--- src/rtl/tspi_pkg.sv ---
package tspi_pkg;

    localparam int unsigned BYTE_W = 8;
    localparam int unsigned CH_N   = 4;
    localparam int unsigned CH_W   = $clog2(CH_N);
    localparam int unsigned ADDR_W = 4;
    localparam int unsigned DATA_W = 32;
    localparam int unsigned EDGES  = 2 * BYTE_W;
    localparam int unsigned EDGE_W = $clog2(EDGES + 1);
    localparam int unsigned EV_W   = 2;

    // packs as {eof, chan}: chan in [1:0], eof in bit 2
    typedef struct packed {
        logic            eof;
        logic [CH_W-1:0] chan;
    } tag_t;

    typedef struct packed {
        tag_t              tag;
        logic [BYTE_W-1:0] data;
    } word_t;

    // packs as {cpol, cpha, en}
    typedef struct packed {
        logic cpol;
        logic cpha;
        logic en;
    } mode_t;

    typedef enum logic [ADDR_W-1:0] {
        RA_CTRL   = 4'd0,
        RA_BAUD   = 4'd1,
        RA_TXTAG  = 4'd2,
        RA_TXBYTE = 4'd3,
        RA_RXTAG  = 4'd4,
        RA_RXBYTE = 4'd5,
        RA_STATE  = 4'd6,
        RA_EVENTS = 4'd7,
        RA_EVMASK = 4'd8
    } reg_addr_e;

    function automatic logic [CH_N-1:0] chan_select(input logic [CH_W-1:0] c);
        logic [CH_N-1:0] v;
        v    = '0;
        v[c] = 1'b1;
        return v;
    endfunction

endpackage

--- src/rtl/tspi_baud.sv ---
module tspi_baud
    import tspi_pkg::*;
#(
    parameter int unsigned DIV_W = 8
) (
    input  logic             clk,
    input  logic             rst,
    input  logic             run,
    input  logic [DIV_W-1:0] divisor,
    output logic             tick
);

    logic [DIV_W-1:0] half;
    logic [DIV_W-1:0] cnt_q;

    // a divisor of zero behaves as one
    assign half = (divisor == '0) ? DIV_W'(1) : divisor;
    assign tick = run && (cnt_q == half - 1'b1);

    always_ff @(posedge clk) begin
        if (rst || !run || tick) begin
            cnt_q <= '0;
        end else begin
            cnt_q <= cnt_q + 1'b1;
        end
    end

endmodule

--- src/rtl/tspi_engine.sv ---
module tspi_engine
    import tspi_pkg::*;
(
    input  logic              clk,
    input  logic              rst,
    input  logic              start,
    input  word_t             load_word,
    input  logic              cpha,
    input  logic              cpol,
    input  logic              tick,
    input  logic              miso,
    output logic              busy,
    output logic              done,
    output logic [BYTE_W-1:0] rx_data,
    output tag_t              rx_tag,
    output logic              sclk,
    output logic [CH_N-1:0]   cs_n,
    output logic              mosi
);

    logic              busy_q;
    logic              done_q;
    logic              sclk_q;
    logic [CH_N-1:0]   cs_n_q;
    logic [EDGE_W-1:0] edge_q;
    logic [BYTE_W-1:0] tx_sh;
    logic [BYTE_W-1:0] rx_sh;
    logic [BYTE_W-1:0] rx_q;
    tag_t              tag_q;
    tag_t              rx_tag_q;

    logic last_slot;
    logic sample_now;
    logic shift_now;

    // edge slots 0..15 toggle sclk, slot 16 closes the byte
    assign last_slot  = (edge_q == EDGE_W'(EDGES));
    assign sample_now = (edge_q[0] == cpha);
    assign shift_now  = (edge_q[0] != cpha) && !(cpha && (edge_q == '0));

    always_ff @(posedge clk) begin
        if (rst) begin
            busy_q   <= 1'b0;
            done_q   <= 1'b0;
            sclk_q   <= 1'b0;
            cs_n_q   <= '1;
            edge_q   <= '0;
            tx_sh    <= '0;
            rx_sh    <= '0;
            rx_q     <= '0;
            tag_q    <= '0;
            rx_tag_q <= '0;
        end else begin
            done_q <= 1'b0;
            if (!busy_q) begin
                sclk_q <= cpol;
                if (start) begin
                    busy_q <= 1'b1;
                    edge_q <= '0;
                    tx_sh  <= load_word.data;
                    tag_q  <= load_word.tag;
                    cs_n_q <= ~chan_select(load_word.tag.chan);
                end
            end else if (tick) begin
                if (last_slot) begin
                    busy_q   <= 1'b0;
                    done_q   <= 1'b1;
                    rx_q     <= rx_sh;
                    rx_tag_q <= tag_q;
                    if (tag_q.eof) begin
                        cs_n_q <= '1;
                    end
                end else begin
                    sclk_q <= ~sclk_q;
                    edge_q <= edge_q + 1'b1;
                    if (sample_now) begin
                        rx_sh <= {rx_sh[BYTE_W-2:0], miso};
                    end
                    if (shift_now) begin
                        tx_sh <= {tx_sh[BYTE_W-2:0], 1'b0};
                    end
                end
            end
        end
    end

    assign busy    = busy_q;
    assign done    = done_q;
    assign rx_data = rx_q;
    assign rx_tag  = rx_tag_q;
    assign sclk    = sclk_q;
    assign cs_n    = cs_n_q;
    assign mosi    = tx_sh[BYTE_W-1];

    AST_CS_ONEHOT: assert property (@(posedge clk) disable iff (rst)
        $onehot0(~cs_n_q));
    AST_BUSY_SELECTED: assert property (@(posedge clk) disable iff (rst)
        busy_q |-> (cs_n_q != '1));
    AST_SCLK_HOME: assert property (@(posedge clk) disable iff (rst)
        $fell(busy_q) |-> (sclk_q == cpol));

endmodule

--- src/rtl/tspi_regfile.sv ---
module tspi_regfile
    import tspi_pkg::*;
#(
    parameter int unsigned DIV_W = 8
) (
    input  logic              clk,
    input  logic              rst,
    input  logic              bus_wr,
    input  logic              bus_rd,
    input  logic [ADDR_W-1:0] bus_addr,
    input  logic [DATA_W-1:0] bus_wdata,
    output logic [DATA_W-1:0] bus_rdata,
    input  logic              busy,
    input  logic              done,
    input  logic [BYTE_W-1:0] rx_data,
    input  tag_t              rx_tag,
    output logic              start,
    output word_t             load_word,
    output mode_t             mode,
    output logic [DIV_W-1:0]  divisor,
    output logic              irq
);

    mode_t            mode_q;
    logic [DIV_W-1:0] div_q;
    tag_t             txtag_q;
    word_t            hold_q;
    logic             hold_full_q;
    logic             rx_full_q;
    logic [EV_W-1:0]  ev_q;
    logic [EV_W-1:0]  mask_q;
    logic [EV_W-1:0]  ev_clr;
    logic             wr_tx;
    logic             rd_rx;
    logic             unused_wdata;

    assign wr_tx        = bus_wr && (bus_addr == RA_TXBYTE);
    assign rd_rx        = bus_rd && (bus_addr == RA_RXBYTE);
    assign ev_clr       = (bus_wr && (bus_addr == RA_EVENTS)) ? bus_wdata[EV_W-1:0] : '0;
    assign start        = hold_full_q && mode_q.en && !busy;
    assign unused_wdata = ^bus_wdata[DATA_W-1:BYTE_W];

    always_ff @(posedge clk) begin
        if (rst) begin
            mode_q      <= '0;
            div_q       <= DIV_W'(1);
            txtag_q     <= '0;
            hold_q      <= '0;
            hold_full_q <= 1'b0;
            rx_full_q   <= 1'b0;
            ev_q        <= '0;
            mask_q      <= '0;
        end else begin
            if (bus_wr) begin
                case (reg_addr_e'(bus_addr))
                    RA_CTRL:   mode_q  <= mode_t'(bus_wdata[2:0]);
                    RA_BAUD:   div_q   <= bus_wdata[DIV_W-1:0];
                    RA_TXTAG:  txtag_q <= tag_t'(bus_wdata[CH_W:0]);
                    RA_EVMASK: mask_q  <= bus_wdata[EV_W-1:0];
                    default: ;
                endcase
            end
            if (start) begin
                hold_full_q <= 1'b0;
            end
            if (wr_tx) begin
                hold_q      <= '{tag: txtag_q, data: bus_wdata[BYTE_W-1:0]};
                hold_full_q <= 1'b1;
            end
            if (done) begin
                rx_full_q <= 1'b1;
            end else if (rd_rx) begin
                rx_full_q <= 1'b0;
            end
            ev_q <= (ev_q & ~ev_clr) | {done, start};
        end
    end

    always_comb begin
        case (reg_addr_e'(bus_addr))
            RA_CTRL:   bus_rdata = DATA_W'(mode_q);
            RA_BAUD:   bus_rdata = DATA_W'(div_q);
            RA_TXTAG:  bus_rdata = DATA_W'(txtag_q);
            RA_RXTAG:  bus_rdata = DATA_W'(rx_tag);
            RA_RXBYTE: bus_rdata = DATA_W'(rx_data);
            RA_STATE:  bus_rdata = DATA_W'({rx_full_q, !hold_full_q, busy});
            RA_EVENTS: bus_rdata = DATA_W'(ev_q);
            RA_EVMASK: bus_rdata = DATA_W'(mask_q);
            default:   bus_rdata = '0;
        endcase
    end

    assign load_word = hold_q;
    assign mode      = mode_q;
    assign divisor   = div_q;
    assign irq       = |(ev_q & mask_q);

    AST_TX_PENDING: assert property (@(posedge clk) disable iff (rst)
        wr_tx |=> !hold_full_q == 1'b0);
    AST_RX_FROM_DONE: assert property (@(posedge clk) disable iff (rst)
        $rose(rx_full_q) |-> $past(done));

endmodule

--- src/rtl/tagged_spi_master.sv ---
module tagged_spi_master
    import tspi_pkg::*;
#(
    parameter int unsigned DIV_W = 8
) (
    input  logic        clk,
    input  logic        rst,
    input  logic        bus_wr,
    input  logic        bus_rd,
    input  logic [3:0]  bus_addr,
    input  logic [31:0] bus_wdata,
    output logic [31:0] bus_rdata,
    output logic        irq,
    output logic        sclk,
    output logic        mosi,
    input  logic        miso,
    output logic [3:0]  cs_n
);

    logic              start;
    word_t             load_word;
    mode_t             mode;
    logic [DIV_W-1:0]  divisor;
    logic              busy;
    logic              done;
    logic              tick;
    logic [BYTE_W-1:0] rx_data;
    tag_t              rx_tag;

    tspi_regfile #(.DIV_W(DIV_W)) u_regs (
        .clk       (clk),
        .rst       (rst),
        .bus_wr    (bus_wr),
        .bus_rd    (bus_rd),
        .bus_addr  (bus_addr),
        .bus_wdata (bus_wdata),
        .bus_rdata (bus_rdata),
        .busy      (busy),
        .done      (done),
        .rx_data   (rx_data),
        .rx_tag    (rx_tag),
        .start     (start),
        .load_word (load_word),
        .mode      (mode),
        .divisor   (divisor),
        .irq       (irq)
    );

    tspi_baud #(.DIV_W(DIV_W)) u_baud (
        .clk     (clk),
        .rst     (rst),
        .run     (busy),
        .divisor (divisor),
        .tick    (tick)
    );

    tspi_engine u_engine (
        .clk       (clk),
        .rst       (rst),
        .start     (start),
        .load_word (load_word),
        .cpha      (mode.cpha),
        .cpol      (mode.cpol),
        .tick      (tick),
        .miso      (miso),
        .busy      (busy),
        .done      (done),
        .rx_data   (rx_data),
        .rx_tag    (rx_tag),
        .sclk      (sclk),
        .cs_n      (cs_n),
        .mosi      (mosi)
    );

endmodule

--- config.mk ---
export PLATFORM = sky130hd
export DESIGN_NAME = tagged_spi_master
export DESIGN_NICKNAME = d
export VERILOG_FILES = /design/src/rtl/tspi_pkg.sv /design/src/rtl/tspi_baud.sv /design/src/rtl/tspi_engine.sv /design/src/rtl/tspi_regfile.sv /design/src/rtl/tagged_spi_master.sv
export SDC_FILE = /design/constraint.sdc
export NUM_CORES = 1
export LEC_CHECK = 0
export ABC_CLOCK_PERIOD_IN_PS = 2800
export BUFFER_PORTS_ARGS = -buffer_cell sky130_fd_sc_hd__clkbuf_2
export CAP_MARGIN = 10
export CORE_MARGIN = 4
export CORE_UTILIZATION = 45
export CTS_CLUSTER_DIAMETER = 120
export DETAILED_ROUTE_END_ITERATION = 8
export PLACE_DENSITY_LB_ADDON = 0.08
export SLEW_MARGIN = 0
export SYNTH_ARGS = -nofsm -noshare
export SYNTH_HDL_FRONTEND = slang
export SYNTH_SLANG_ARGS = --single-unit
--- constraint.sdc ---
create_clock -name clk -period 2.8 [get_ports clk]
set_input_delay 0.56 -clock clk [delete_from_list [all_inputs] [get_ports clk]]
set_output_delay 0.56 -clock clk [all_outputs]
set_load 0.005 [all_outputs]
==> run summary <==
Status
- outcome: finished clean

Power and ir drop
- static leakage power: 1.76 nW
- total power of the final layout: 2.21 mW
- worst supply voltage drop on vdd: 0.000345 V
- ratio of total power to cell area: 475 nW/um2

Synthesis
- distinct cell type count after synthesis: 54
- post-synthesis cell area: 4090 um2
- post-synthesis mux area share: 8.20%
- biggest area contributors in the synthesized netlist: sky130_fd_sc_hd__dfxtp_1 (40%), sky130_fd_sc_hd__mux2i_1 (7.1%), sky130_fd_sc_hd__a21oi_1 (6.4%)
- dominant synthesized flop cell: sky130_fd_sc_hd__dfxtp_1
- most frequent cells after synthesis: sky130_fd_sc_hd__dfxtp_1 (81), sky130_fd_sc_hd__a21oi_1 (52), sky130_fd_sc_hd__nand2_1 (51), sky130_fd_sc_hd__nor2_1 (45), sky130_fd_sc_hd__nand3_1 (41)
- adder and majority cell fraction of the synthesized area: 1.22%
- sequential element share of the synthesized area: 39.7%
- top-area cell type share of the netlist area: 39.7%
- most frequent cell after synthesis: sky130_fd_sc_hd__dfxtp_1
- post-synthesis simple-gate area fraction: 21.3%
- complex-gate fraction of the synthesized area: 18.4%
- number of flops mapped to enable cells by yosys: 0
- post-synthesis cell count: 491
- mean instance size in the synthesized netlist: 8.33 um2
- number of synthesized register bits: 81
- share of flip-flops with an asynchronous set or reset after synthesis: 0%
- dominant cell type by area after synthesis: sky130_fd_sc_hd__dfxtp_1
- fraction of synthesized cell area in xor and xnor cells: 3.64%
- largest family of logic cells by synthesized area: simple AND/OR/NAND/NOR gates
- Yosys warning total: 0

Clocking
- insertion delay to the later sink of the worst-skew pair: 0.36 ns
- number of levels the H-tree was split into: 3
- TritonCTS clock tree: done
- number of buffers added by the clock tree synthesis step: 9
- CTS sink count: 81
- root buffer cell: sky130_fd_sc_hd__clkbuf_8
- clock-pin transition on the worst setup and hold timing paths: 0.09 ns
- number of buffers on the longest clock path: 2

Placed design
- Port Buffers: 31
- number of placed instances, taps included: 631
- gpl congestion: 0.783
- Setup WS pre-CTS: 0.0514 ns
- HPWL after DPL: 7180 um

Worst setup path
- critical path launch point type: flip-flop
- depth of the most critical reg-to-reg path: 10
- arrival time of the worst setup path: 2.92 ns
- capturing element type of the critical path: flip-flop
- CP Class: flip-flop to flip-flop
- worst reg2reg path endpoint: u_engine.edge_q[4]$_SDFFE_PP0P_
- required time of the critical path: 3.09 ns
- r2r startpoint: u_regs.divisor[6]$_SDFFE_PP0P_
- largest fanout of any net on the critical path: 6
- R2R setup slack: 0.17 ns

Job
- max-cap viol count: 0

STA
- Final Max Tran Viols: 0
- peak clock frequency supported by timing: 0.380 GHz
- max-slew headroom at the worst pin: 48.1%
- number of hold-slack violations in the final timing report: 0
- minimum clock period: 2.63 ns
- Clock Skew: 0.00948 ns
- Setup Total Neg Slack: 0 ns
- hold slack: 0.442 ns
- count of final setup violators: 0
- final clock period utilization by the worst path: 94.0%
- worst setup slack after layout: 0.167 ns
- worst slew pin tran: 0.779 ns

Route
- routed vias: 3562
- total wire length after detailed routing: 10100 um
- DRT antenna net count: 0
- DRC violation count after routing: 0
- total iterations of the first detailed-routing run: 4
- via/cell ratio: 5.49
- final routed wire length divided by cell count: 15.6 um
- number of DRC markers after the initial detailed-route iteration: 133

Finish
- storage element area: 1620 um2
- area of the multi-input gates: 2270 um2
- Antenna diodes: 0
- count of placed standard cells in the final layout, fillers left out: 649
- number of filler instances in the final layout: 848
- fraction of final layout cells sized beyond drive strength 1: 17.0%
- layout-stage area growth over the synthesis result: 14.0%
- number of nets at the end of the flow: 581

Floorplanning
- Die Height: 103 um
- area of the die: 10700 um2
- effective utilization at floorplan: 46.7%
- core box area: 8760 um2
- count of boundary I/O pins: 80
- die width: 103 um
- Site Rows: 34

GRT
- total global-route track usage: 19.9%
- pin count of the biggest net entering global routing: 40
- wire length of the first global-routing pass: 16600 um
- Congestion Overflow GR: 0
- initial antenna violation count: 0
- via count of the first global-routing pass: 3276

Worst hold path
- class of the worst hold path: primary input to flip-flop
- end point of the worst hold path: u_engine.rx_sh[0]$_SDFFE_PP0P_
- number of instances on the worst hold path: 3
- Min-Delay Startpoint: miso

[layer usage]
layer / track usage [%] / wire (um) / vias up
li1: - / - / 1790
met1: 27.2 / 4860 / 1709
met2: 31.6 / 4820 / 57
met3: 4.63 / 381 / 6
met4: 5.48 / 85 / 0
met5: 0 / 0 / -
[cells by family (layout without fill, tap and decap cells)]
logic type / count (synthesis) / after routing
other: 1 / 24
DFF: 81 / 81
and+or+nand+nor: 177 / 177
buffers and inverters: 56 / 83
adders and majority gates: 4 / 4
xor gates and xnor gates: 17 / 17
AOI/OAI and AO/OA: 124 / 124
muxes: 31 / 31
[worst max-delay path: stages (launching register included)]
cell and delay [ns]:
sky130_fd_sc_hd__dfxtp_1 0.35, sky130_fd_sc_hd__nor4_4 0.34, sky130_fd_sc_hd__a21oi_2 0.11, sky130_fd_sc_hd__ha_2 0.21, sky130_fd_sc_hd__xor2_1 0.15, sky130_fd_sc_hd__xnor2_1 0.19
sky130_fd_sc_hd__nand3_2 0.12, sky130_fd_sc_hd__a211o_4 0.32, sky130_fd_sc_hd__buf_4 0.17, sky130_fd_sc_hd__or4_1 0.47, sky130_fd_sc_hd__a21boi_1 0.14
[area by class of cell]
| class | instances | area share (%) |
|---|---|---|
| inverters | 6 | 0.483 |
| well taps | 108 | 2.90 |
| flip-flops and latches | 81 | 34.8 |
| multi-input cells | 377 | 48.8 |
| repair buffers | 61 | 8.43 |
| clock inverters | 5 | 1.34 |
| clock buffers | 11 | 3.25 |
[per-stage QoR]
stage	instance area, um2	utilization, %
floorplan	4180	-
global placement	4410	50.3
detailed placement	4410	50.3
CTS	4620	52.8
global route	4660	53.2
finish	4660	53.2
[sequential cells by signal, summed over array words and instances (netlist names), 3 cells and up]
register	flops
u_engine.rx_tag	3
u_engine.cs_n	4
u_regs.mode	3
u_baud.cnt_q	8
u_engine.rx_data	8
u_regs.load_word	11
u_regs.txtag_q	3
u_engine.edge_q	5
u_engine.tag_q	3
u_engine.tx_sh	8
u_engine.rx_sh	8
u_regs.divisor	8
[report_power, final]
part           internal (mW)  switching, mW  leakage [nW]
combinational         0.0476         0.0970          1.01
sequential              1.16        0.00405         0.653
clock                  0.465          0.444         0.102
[what timing repair did]
item | in CTS | in global routing
hold buffers | 0 | 0
gates resized for setup | 0 | 5
endpoints found under the setup margin | 0 | 12
buffers inserted | 0 | 2
[placed cells by master (no fill, tap or decap), types with 5 or more instances in the layout]
master	instances
sky130_fd_sc_hd__a211oi_1	14
sky130_fd_sc_hd__nand2_1	51
sky130_fd_sc_hd__nor2_1	45
sky130_fd_sc_hd__a21oi_1	51
sky130_fd_sc_hd__mux2i_1	29
sky130_fd_sc_hd__nor3_1	5
sky130_fd_sc_hd__dfxtp_1	81
sky130_fd_sc_hd__xnor2_1	8
sky130_fd_sc_hd__o21ai_0	28
sky130_fd_sc_hd__buf_4	29
sky130_fd_sc_hd__and3_1	8
sky130_fd_sc_hd__conb_1	24
sky130_fd_sc_hd__xor2_1	9
sky130_fd_sc_hd__clkbuf_2	31
sky130_fd_sc_hd__clkbuf_8	11
sky130_fd_sc_hd__inv_1	6
sky130_fd_sc_hd__nand3_1	40
[worst max-delay path by stage]
stage	startpoint	to	slack, ns	cells past startpoint
2_1_floorplan	u_regs.divisor[4]$_SDFFE_PP0P_	u_engine.sclk$_SDFFE_PP0P_	0.04	9
3_3_place_gp	u_regs.divisor[7]$_SDFFE_PP0P_	u_engine.edge_q[4]$_SDFFE_PP0P_	0.10	10
3_5_place_dp	u_regs.divisor[7]$_SDFFE_PP0P_	u_engine.edge_q[4]$_SDFFE_PP0P_	0.05	10
4_1_cts	u_regs.divisor[7]$_SDFFE_PP0P_	u_engine.edge_q[4]$_SDFFE_PP0P_	0.02	10
5_1_grt	u_regs.divisor[6]$_SDFFE_PP0P_	u_engine.edge_q[4]$_SDFFE_PP0P_	-0.002	10
6_report	u_regs.divisor[6]$_SDFFE_PP0P_	u_engine.edge_q[4]$_SDFFE_PP0P_	0.17	10
Note: power is estimated with default switching activity, not from simulation.
